--- src/rtl/bea_pkg.sv ---
package bea_pkg;
  localparam int unsigned WORD_W = 32;
  localparam int unsigned ADDR_W = 2 * WORD_W;
  typedef logic [ADDR_W-1:0] addr_t;
  typedef logic [WORD_W-1:0] word_t;
endpackage

--- src/rtl/bea_burst_calc.sv ---
module bea_burst_calc #(
  parameter int unsigned LEN_W    = 16,
  parameter int unsigned BURST_SH = 8,
  localparam int unsigned CNT_W   = LEN_W - BURST_SH + 1
) (
  input  logic [LEN_W-1:0] len_i,
  output logic [CNT_W-1:0] cnt_o
);
  localparam logic [LEN_W:0] ROUND = (LEN_W+1)'((1 << BURST_SH) - 1);
  logic [LEN_W:0] sum;
  // ceil(len / burst)
  assign sum   = {1'b0, len_i} + ROUND;
  assign cnt_o = sum[LEN_W:BURST_SH];
endmodule

--- src/rtl/bea_xfer_table.sv ---
module bea_xfer_table
  import bea_pkg::*;
#(
  parameter int unsigned NUM_TAGS = 8,
  parameter int unsigned CNT_W    = 9,
  localparam int unsigned TAG_W   = (NUM_TAGS > 1) ? $clog2(NUM_TAGS) : 1
) (
  input  logic             clk_i,
  input  logic             rst_ni,
  input  logic             start_i,
  input  logic [TAG_W-1:0] start_tag_i,
  input  addr_t            start_addr_i,
  input  logic [CNT_W-1:0] start_cnt_i,
  input  logic             rsp_i,
  input  logic [TAG_W-1:0] rsp_tag_i,
  output logic             hit_o,
  output addr_t            hit_addr_o
);
  logic [NUM_TAGS-1:0] vld_q;
  addr_t               addr_q [NUM_TAGS];
  logic [CNT_W-1:0]    rem_q  [NUM_TAGS];

  always_ff @(posedge clk_i or negedge rst_ni) begin
    if (!rst_ni) begin
      vld_q <= '0;
      for (int i = 0; i < NUM_TAGS; i++) begin
        addr_q[i] <= '0;
        rem_q[i]  <= '0;
      end
    end else begin
      for (int i = 0; i < NUM_TAGS; i++) begin
        if (start_i && start_tag_i == TAG_W'(i) && start_cnt_i != '0) begin
          vld_q[i]  <= 1'b1;
          addr_q[i] <= start_addr_i;
          rem_q[i]  <= start_cnt_i;
        end else if (rsp_i && rsp_tag_i == TAG_W'(i) && vld_q[i]) begin
          rem_q[i] <= rem_q[i] - 1'b1;
          if (rem_q[i] == CNT_W'(1)) vld_q[i] <= 1'b0;
        end
      end
    end
  end

  always_comb begin
    hit_o      = 1'b0;
    hit_addr_o = '0;
    for (int i = 0; i < NUM_TAGS; i++) begin
      if (rsp_tag_i == TAG_W'(i)) begin
        hit_o      = rsp_i && vld_q[i];
        hit_addr_o = addr_q[i];
      end
    end
  end
endmodule

--- src/rtl/bea_first_capture.sv ---
module bea_first_capture
  import bea_pkg::*;
(
  input  logic  clk_i,
  input  logic  rst_ni,
  input  logic  err_i,
  input  addr_t err_addr_i,
  input  logic  host_i,
  input  logic  clr_i,
  output logic  vld_o,
  output logic  host_err_o,
  output addr_t addr_o
);
  logic  vld_q, host_q;
  addr_t addr_q;

  always_ff @(posedge clk_i or negedge rst_ni) begin
    if (!rst_ni) begin
      vld_q  <= 1'b0;
      host_q <= 1'b0;
      addr_q <= '0;
    end else if (err_i && (!vld_q || clr_i)) begin
      // clear and new error together: the new error wins
      vld_q  <= 1'b1;
      host_q <= host_i;
      addr_q <= err_addr_i;
    end else if (clr_i) begin
      vld_q  <= 1'b0;
      host_q <= 1'b0;
    end
  end

  assign vld_o      = vld_q;
  assign host_err_o = host_q;
  assign addr_o     = addr_q;
endmodule

--- src/rtl/bus_err_addr_cap.sv ---
module bus_err_addr_cap
  import bea_pkg::*;
#(
  parameter int unsigned NUM_TAGS = 8,
  parameter int unsigned LEN_W    = 16,
  parameter int unsigned BURST_SH = 8,
  localparam int unsigned TAG_W   = (NUM_TAGS > 1) ? $clog2(NUM_TAGS) : 1,
  localparam int unsigned CNT_W   = LEN_W - BURST_SH + 1
) (
  input  logic             clk_i,
  input  logic             rst_ni,
  input  logic             host_mode_i,
  input  logic             xfer_start_i,
  input  logic [TAG_W-1:0] xfer_tag_i,
  input  logic [63:0]      xfer_addr_i,
  input  logic [LEN_W-1:0] xfer_len_i,
  input  logic             rsp_valid_i,
  input  logic [TAG_W-1:0] rsp_tag_i,
  input  logic             rsp_err_i,
  input  logic             err_clr_i,
  output logic             err_vld_o,
  output logic             sys_err_o,
  output logic [31:0]      err_addr_lo_o,
  output logic [31:0]      err_addr_hi_o
);
  logic [CNT_W-1:0] start_cnt;
  logic             tbl_hit;
  logic             err_hit;
  addr_t            hit_addr;
  addr_t            cap_addr;

  bea_burst_calc #(.LEN_W(LEN_W), .BURST_SH(BURST_SH)) u_calc (
    .len_i (xfer_len_i),
    .cnt_o (start_cnt)
  );

  bea_xfer_table #(.NUM_TAGS(NUM_TAGS), .CNT_W(CNT_W)) u_tbl (
    .clk_i        (clk_i),
    .rst_ni       (rst_ni),
    .start_i      (xfer_start_i),
    .start_tag_i  (xfer_tag_i),
    .start_addr_i (xfer_addr_i),
    .start_cnt_i  (start_cnt),
    .rsp_i        (rsp_valid_i),
    .rsp_tag_i    (rsp_tag_i),
    .hit_o        (tbl_hit),
    .hit_addr_o   (hit_addr)
  );

  assign err_hit = tbl_hit && rsp_err_i;

  bea_first_capture u_cap (
    .clk_i      (clk_i),
    .rst_ni     (rst_ni),
    .err_i      (err_hit),
    .err_addr_i (hit_addr),
    .host_i     (host_mode_i),
    .clr_i      (err_clr_i),
    .vld_o      (err_vld_o),
    .host_err_o (sys_err_o),
    .addr_o     (cap_addr)
  );

  assign err_addr_lo_o = cap_addr[WORD_W-1:0];
  assign err_addr_hi_o = cap_addr[ADDR_W-1:WORD_W];
endmodule

--- config.mk ---
export PLATFORM = sky130hd
export DESIGN_NAME = bus_err_addr_cap
export DESIGN_NICKNAME = d
export VERILOG_FILES = /design/src/rtl/bea_pkg.sv /design/src/rtl/bea_burst_calc.sv /design/src/rtl/bea_xfer_table.sv /design/src/rtl/bea_first_capture.sv /design/src/rtl/bus_err_addr_cap.sv
export SDC_FILE = /design/constraint.sdc
export NUM_CORES = 1
export LEC_CHECK = 0
export BUFFER_PORTS_ARGS = -buffer_cell sky130_fd_sc_hd__clkbuf_2
export CAP_MARGIN = 25
export CORE_UTILIZATION = 60
export DETAILED_ROUTE_END_ITERATION = 6
export PLACE_DENSITY = 0.88
export SKIP_LAST_GASP = 1
export SYNTH_ARGS = -nofsm -noshare
export SYNTH_HDL_FRONTEND = slang
export SYNTH_HIERARCHICAL = 1
export SYNTH_SLANG_ARGS = --single-unit
export TNS_END_PERCENT = 20
--- constraint.sdc ---
create_clock -name clk_i -period 2.45 [get_ports clk_i]
set_clock_uncertainty 0.15 [all_clocks]
set_input_delay 0.245 -clock clk_i [delete_from_list [all_inputs] [get_ports clk_i]]
set_output_delay 0.245 -clock clk_i [all_outputs]
set_load 0.05 [all_outputs]
==> results.json, run 1 <==
{
  "dp_cells": 3402,
  "dr.pass1.iters": 6,
  "grt_max_degree": 88,
  "cp.depth": 7,
  "area_growth_pct": 19.8,
  "slew_headroom": 0.492,
  "place.gp.congestion": 0.863,
  "yosys_warnings": 6,
  "critical_path_class": "flip-flop to flip-flop",
  "boundaryPins": 159,
  "timing.critical_path.cells": "nand3_1, nand2_1, or4_1, and2_1, nand2_4, buf_12, mux2_4",
  "grt_pass1_vias": 24863,
  "nature_of_the_critical_path_endpoint": "flip-flop",
  "crit_arrival_ns": 2.78,
  "power_report.internal_total_mw": 24.2,
  "die_height_um": 229,
  "seq_area_mm2": 0.0165,
  "max_clock_freq_mhz": 407,
  "finalMaxSlewViolations": 0,
  "commonest_cells_after_routing_fill_and_taps_aside": "dfrtp_1 (658), mux2_2 (489), nand2_1 (367), o21ai_0 (181), clkbuf_2 (155)",
  "r2r.worst_path.cells": 7,
  "postLayoutSetupSlackWorst_ns": -0.00401,
  "cts_max_level": 3,
  "timing.critical_path.buf_inv": 1,
  "fp.dieArea_mm2": 0.0526,
  "rsz_0062_raised_after_global_routing": "true",
  "clock_edge_transition_at_the_registers_on_the_reported_setup_and_hold_paths_ns": 0.06,
  "syn-mean-instance-area_um2": 12.0,
  "vias": 23112,
  "tritoncts": "built",
  "cts_max_path_buffers": 3,
  "final_common_cell": "dfrtp_1",
  "ffs_latches_synth": 658,
  "pwr_cell_area_mw_per_mm2": 963,
  "finalWirelength_um": 87700,
  "p_sw_mw": 11.5,
  "max_slew.worst_pin.slew_ns": 0.754,
  "cp_max_stage_cell": "or4_1",
  "final_antenna_net_count": 0,
  "postSynth.topFlopCell": "dfrtp_1",
  "clockPowerShare": 0.300,
  "coreArea_mm2": 0.0506,
  "worstSkewPairLatency_ns": 0.59,
  "power.share.switching": 0.322,
  "routed_via_density": 6.41,
  "drc_errors": 0,
  "rows": 82,
  "cts-buffers-inserted": 69,
  "die_width_um": 229,
  "hold_viol": 0,
  "initial_antenna_violation_count": 6,
  "period_share": 1.00,
  "dp_hpwl_um": 50200,
  "hold_path.class": "primary input to asynchronous set/reset pin",
  "pwr-share-seq": 0.438,
  "critPathRequiredTime_ns": 2.77,
  "crit_path_start_kind": "flip-flop",
  "cell_leakage_power_nw": 16.4,
  "final_cells": 3606,
  "irDropWorstVdd_mv": 0.759,
  "layout.filler_cells": 2923,
  "post_synth_edffs": 0,
  "post-layout-total-power_mw": 35.8,
  "number_of_violations_of_the_max_capacitance_limit": 0,
  "yosys.cell_types.count": 65,
  "global_routing_usage_summed_across_all_routing_layers": 0.334,
  "first_pass_grt_wire_length_um": 138000,
  "synth_seq_area_share": 0.531,
  "global_route_overflow": 0,
  "initial_core_util": 0.613,
  "pwr-share-comb": 0.263,
  "first_iter_violations": 2337,
  "critical_path.max_fanout": 20,
  "post-route-util": 0.734,
  "syn_area_mm2": 0.0310,
  "failed_checks": "negative setup slack",
  "post_route_cells_drive_above_1_share": 0.376,
  "async_reset_ff_frac": 1.00,
  "post_synth_inst_count": 2575,
  "finalSetupViolations": 2,
  "wl_per_cell_um": 24.3,
  "cts.root.buffer_cell": "clkbuf_16",
  "clock_sinks": 658,
  "port-buffer-count": 158,
  "status": "complete, but fails checks",
  "finish.net_count": 2988,
  "worst_path_largest_cell_delay_ns": 0.56,
  "timing.critical_path.max_delay_family": "simple AND/OR/NAND/NOR gates",
  "period_needed_ns": 2.45,
  "synth_nets": 2684,
  "multi_input_area_mm2": 0.0138
}
-- worst register-to-register path, stage by stage (launching register included) --
cell	delay [ns]
dfrtp_1	0.39
nand3_1	0.11
nand2_1	0.11
or4_1	0.56
and2_1	0.22
nand2_4	0.20
buf_12	0.25
mux2_4	0.35
-- final cells by class --
type	instances	area share
Timing Repair Buffer	419	0.0982
Inverter	19	0.00195
Clock inverter	21	0.00671
Sequential cell	658	0.443
Antenna cell	5	0.000337
Multi-Input combinational cell	1712	0.372
Tap cell	672	0.0226
Clock buffer	100	0.0551
-- routing by layer --
| metal | share of wire | global-route usage | vias to the layer above |
|---|---|---|---|
| li1 | - | - | 9730 |
| met1 | 0.38 | 0.416 | 11780 |
| met2 | 0.50 | 0.560 | 1238 |
| met3 | 0.076 | 0.0581 | 360 |
| met4 | 0.051 | 0.176 | 4 |
| met5 | 0.00026 | 0 | - |
-- final timing paths --
kind                                        start                end  slack, ns
max in group asynchronous                  rst_ni  u_tbl/addr_q[459]       1.23
worst max register to register     u_tbl/vld_q[6]   u_cap/addr_o[28]     -0.004
worst min register to register  u_tbl/addr_q[363]  u_tbl/addr_q[363]       0.32
worst min-delay path                       rst_ni  u_tbl/addr_q[252]       0.04
worst max-delay path               u_tbl/vld_q[6]   u_cap/addr_o[28]     -0.004
min in group clk_i                 xfer_len_i[15]    u_tbl/rem_q[61]       0.09
-- cells in the mapped netlist (6+ instances only) --
library cell,number,area (um2)
a21o_1,8,60.1
a21oi_1,63,315
a221oi_1,29,254
a22oi_1,32,240
a311oi_1,11,96.3
and3b_1,32,280
buf_1,8,30.0
buf_2,70,350
buf_6,6,67.6
clkbuf_1,97,364
dfrtp_1,658,16500
ha_1,16,200
inv_1,18,67.6
mux2_2,489,5510
mux2_4,60,901
mux2i_1,8,80.1
mux4_2,30,676
nand2_1,368,1380
nand2b_1,11,68.8
nand3_1,19,95.1
nand4_1,18,113
nand4b_1,7,61.3
nor2_1,83,312
nor2b_1,39,244
nor3_1,15,75.1
nor3b_1,6,45.0
nor4_1,13,81.3
o21a_1,6,45.0
o21ai_0,181,906
o221a_2,32,360
xnor2_1,32,280
xor2_1,37,324
-- state kept, by name, indices dropped and copies added, names as in the netlist --
| name | flops |
|---|---|
| u_cap/host_err_o | 1 |
| u_tbl/vld_q | 8 |
| u_tbl/rem_q | 72 |
| u_tbl/addr_q | 512 |
| u_cap/addr_o | 64 |
| u_cap/vld_o | 1 |
-- metrics by stage --
| step | setup WS [ns] | hold WS [ns] | TNS (ns) | cell area (um2) |
|---|---|---|---|---|
| 2_1_floorplan | -0.142 | -0.201 | -62.27 | 31100 |
| 3_5_place_dp | -0.629 | 0.0771 | -303.04 | 34000 |
| 6_report | -0.00401 | 0.0425 | -0.00552 | 37100 |
| 5_1_grt | -0.0820 | 0.0571 | -7.39 | 37100 |
| 4_1_cts | -0.0108 | 0.0373 | -0.0108 | 37000 |
| 3_3_place_gp | -0.570 | 0.0726 | -273.09 | 34000 |
-- timing repair --
item	in CTS	in global routing
endpoints found under the hold margin	999	0
pin swaps	1	4
hold buffers	68	0
gates resized for setup	0	7
cloned	0	2
buffers inserted	2	6
setup endpoints to repair	29	340
-- power by group through the flow --
stage,sequential (mW),clock (mW),combinational (mW)
6_report,15.7,10.7,9.39
5_1_grt,15.9,11.2,9.97
4_1_cts,15.5,10.8,9.27
3_5_place_dp,15.6,0,9.01
3_3_place_gp,15.4,0,8.63
2_1_floorplan,17.0,0,4.86
-- kinds of logic (layout without fill, tap and decap cells) --
group / after synthesis / in the layout / share of synthesized area
xor+xnor: 69 / 69 / 0.0195
simple gates: 657 / 657 / 0.103
compound gates: 383 / 383 / 0.0793
other cells: 0 / 5 / 0
mux: 587 / 587 / 0.231
fa+ha+maj: 16 / 16 / 0.00646
buf+inv: 205 / 559 / 0.0297
flops: 658 / 658 / 0.531
(Power assumes the default switching activity.)
==> inputs of run 2 (changes only) <==
- REMOVE_ABC_BUFFERS: unset -> 1
==> run 2 against run 1 <==
The run now ends clean; critical path depth up 1; cell count up 0.28%; die area unchanged; combinational power up 1%; sequential share of layout area down 0.27 points; clock-buffer cell count up 6; sequential power about the same; first-iteration DRC count down 9.9%; worst hold slack worse by 0.037 ns; worst setup slack better by 0.035 ns; core utilization up 0.45 points; largest cell class unchanged.
==> results.json, run 2 (synthesis gave the netlist of run 1 again) <==
{
  "regToRegStartpoint": "u_tbl/vld_q[5]",
  "multi_input_area_mm2": 0.0138,
  "drc_errors": 0,
  "die_height_um": 229,
  "dp_hpwl_um": 53500,
  "place.gp.congestion": 0.939,
  "seq_area_mm2": 0.0165,
  "finalMaxSlewViolations": 0,
  "port-buffer-count": 158,
  "coreArea_mm2": 0.0506,
  "critical_path.max_fanout": 10,
  "pwr_cell_area_mw_per_mm2": 957,
  "first_pass_grt_wire_length_um": 141000,
  "critPathRequiredTime_ns": 2.79,
  "clock_edge_transition_at_the_registers_on_the_reported_setup_and_hold_paths_ns": 0.06,
  "worst_path_largest_cell_delay_ns": 0.53,
  "routed_via_density": 6.48,
  "layout.cell_area.non_filler_mm2": 0.0374,
  "slew_headroom": 0.546,
  "hold_path.class": "primary input to asynchronous set/reset pin",
  "fin_hold_ws_ns": 0.00585,
  "largest_register": "u_tbl/addr_q",
  "finalSetupViolations": 0,
  "irDropWorstVdd_mv": 0.634,
  "final_antenna_net_count": 0,
  "cts.root.buffer_cell": "clkbuf_16",
  "first_iter_violations": 2105,
  "rows": 82,
  "rsz_0062_raised_after_global_routing": "true",
  "nature_of_the_critical_path_endpoint": "flip-flop",
  "pwr-share-comb": 0.266,
  "period_needed_ns": 2.42,
  "clockPowerShare": 0.294,
  "commonest_cells_after_routing_fill_and_taps_aside": "dfrtp_1 (658), mux2_2 (489), nand2_1 (367), o21ai_0 (181), clkbuf_2 (155)",
  "cp_max_stage_cell": "or4_4",
  "r2r.worst_path.cells": 8,
  "status": "finished clean",
  "die_width_um": 229,
  "tritoncts": "built",
  "wl_per_cell_um": 24.9,
  "final_common_cell": "dfrtp_1",
  "critical-path-top-cell-by-count": "buf_12",
  "dr.pass1.iters": 6,
  "finish.net_count": 3001,
  "reg2reg_setup_slack_ns": 0.03,
  "placed_area_mm2": 0.0344,
  "vias": 23415,
  "max_clock_freq_mhz": 413,
  "finalWirelength_um": 89900,
  "number_of_violations_of_the_max_capacitance_limit": 0,
  "cts_max_path_buffers": 3,
  "cts-buffers-inserted": 68,
  "crit_end": "u_cap/addr_o[2]",
  "power.share.switching": 0.326,
  "clock_sinks": 658,
  "timing.critical_path.cells": "nand3b_1, nor2_1, or4_4, and2_1, nand2_4, buf_12, buf_12, mux2_4",
  "post_route_cells_drive_above_1_share": 0.376,
  "largest_register_ffs": 512,
  "grt_pass1_vias": 25389,
  "post-layout-total-power_mw": 35.7,
  "hold_viol": 0,
  "initial_antenna_violation_count": 4,
  "period_share": 0.987,
  "max_slew.worst_pin.slew_ns": 0.675,
  "layout.filler_cells": 2824,
  "p_sw_mw": 11.7,
  "cell_leakage_power_nw": 16.5,
  "grt_max_degree": 79,
  "crit_path_start_kind": "flip-flop",
  "r2r-end": "u_cap/addr_o[2]",
  "power_report.internal_total_mw": 24.1,
  "crit_arrival_ns": 2.76,
  "setup-tns-final_ns": 0,
  "critical_path_class": "flip-flop to flip-flop",
  "cts_max_level": 3,
  "critPathLaunch": "u_tbl/vld_q[5]",
  "worstSkewPairLatency_ns": 0.61,
  "global_route_overflow": 0,
  "boundaryPins": 159,
  "initial_core_util": 0.613,
  "area_growth_pct": 20.5,
  "global_routing_usage_summed_across_all_routing_layers": 0.344,
  "pwr-share-seq": 0.440,
  "fp.dieArea_mm2": 0.0526
}
[run 2: metal layers]
layer	GRT usage	share of wire	vias up
met5	0	0.00010	-
met4	0.185	0.051	2
met3	0.0715	0.085	372
met2	0.577	0.50	1375
met1	0.420	0.37	11899
li1	-	-	9767
[run 2: worst min path at each step]
stage	start	end	slack [ns]	cells after the start
floorplan	rst_ni	u_cap/addr_o[0]	-0.20	0
global placement	rst_ni	u_cap/addr_o[33]	0.02	1
detailed placement	rst_ni	u_cap/addr_o[16]	0.03	1
CTS	rsp_valid_i	u_tbl/vld_q[5]	0.001	4
global route	rsp_valid_i	u_tbl/vld_q[5]	0.04	4
finish	rst_ni	u_cap/addr_o[30]	0.006	2
[run 2: cell type report]
cell class,count,area share
diodes,3,0.000201
clock buffers,106,0.0554
clock inverters,13,0.00472
inverters,19,0.00194
multi-input cells,1712,0.368
flip-flops and latches,658,0.441
well taps,672,0.0225
repair buffers,433,0.106
[run 2: power groups by stage]
stage / clock network, mW / registers [mW] / logic, mW
global placement: 0 / 15.4 / 8.65
CTS: 10.6 / 15.6 / 9.39
detailed placement: 0 / 15.7 / 9.09
finish: 10.5 / 15.7 / 9.50
global route: 11.0 / 16.0 / 10.0
floorplan: 0 / 17.0 / 4.75
[run 2: repair_timing]
item | in CTS | in global routing
hold endpoints to repair | 942 | 0
setup buffers | 0 | 0
gates cloned | 0 | 1
gates resized for setup | 1 | 0
setup endpoints to repair | 2 | 25
hold buffers | 68 | 0
[run 2: worst max-delay path, delay by kind of cell (launching register included)]
| kind | cells | cell delay [ns] |
|---|---|---|
| AND/OR/NAND/NOR | 5 | 1.09 |
| multiplexers | 1 | 0.33 |
| buffers and inverters | 2 | 0.32 |
| flip-flops | 1 | 0.40 |
[run 2: per-stage QoR]
stage | cells | utilization | setup slack [ns]
4_1_cts | 3612 | 0.738 | 0.0599
2_1_floorplan | 2389 | - | -6.37
3_5_place_dp | 3425 | 0.680 | -0.396
5_1_grt | 3615 | 0.739 | -0.0269
6_report | 3616 | 0.739 | 0.0308
3_3_place_gp | 3425 | 0.680 | -0.326
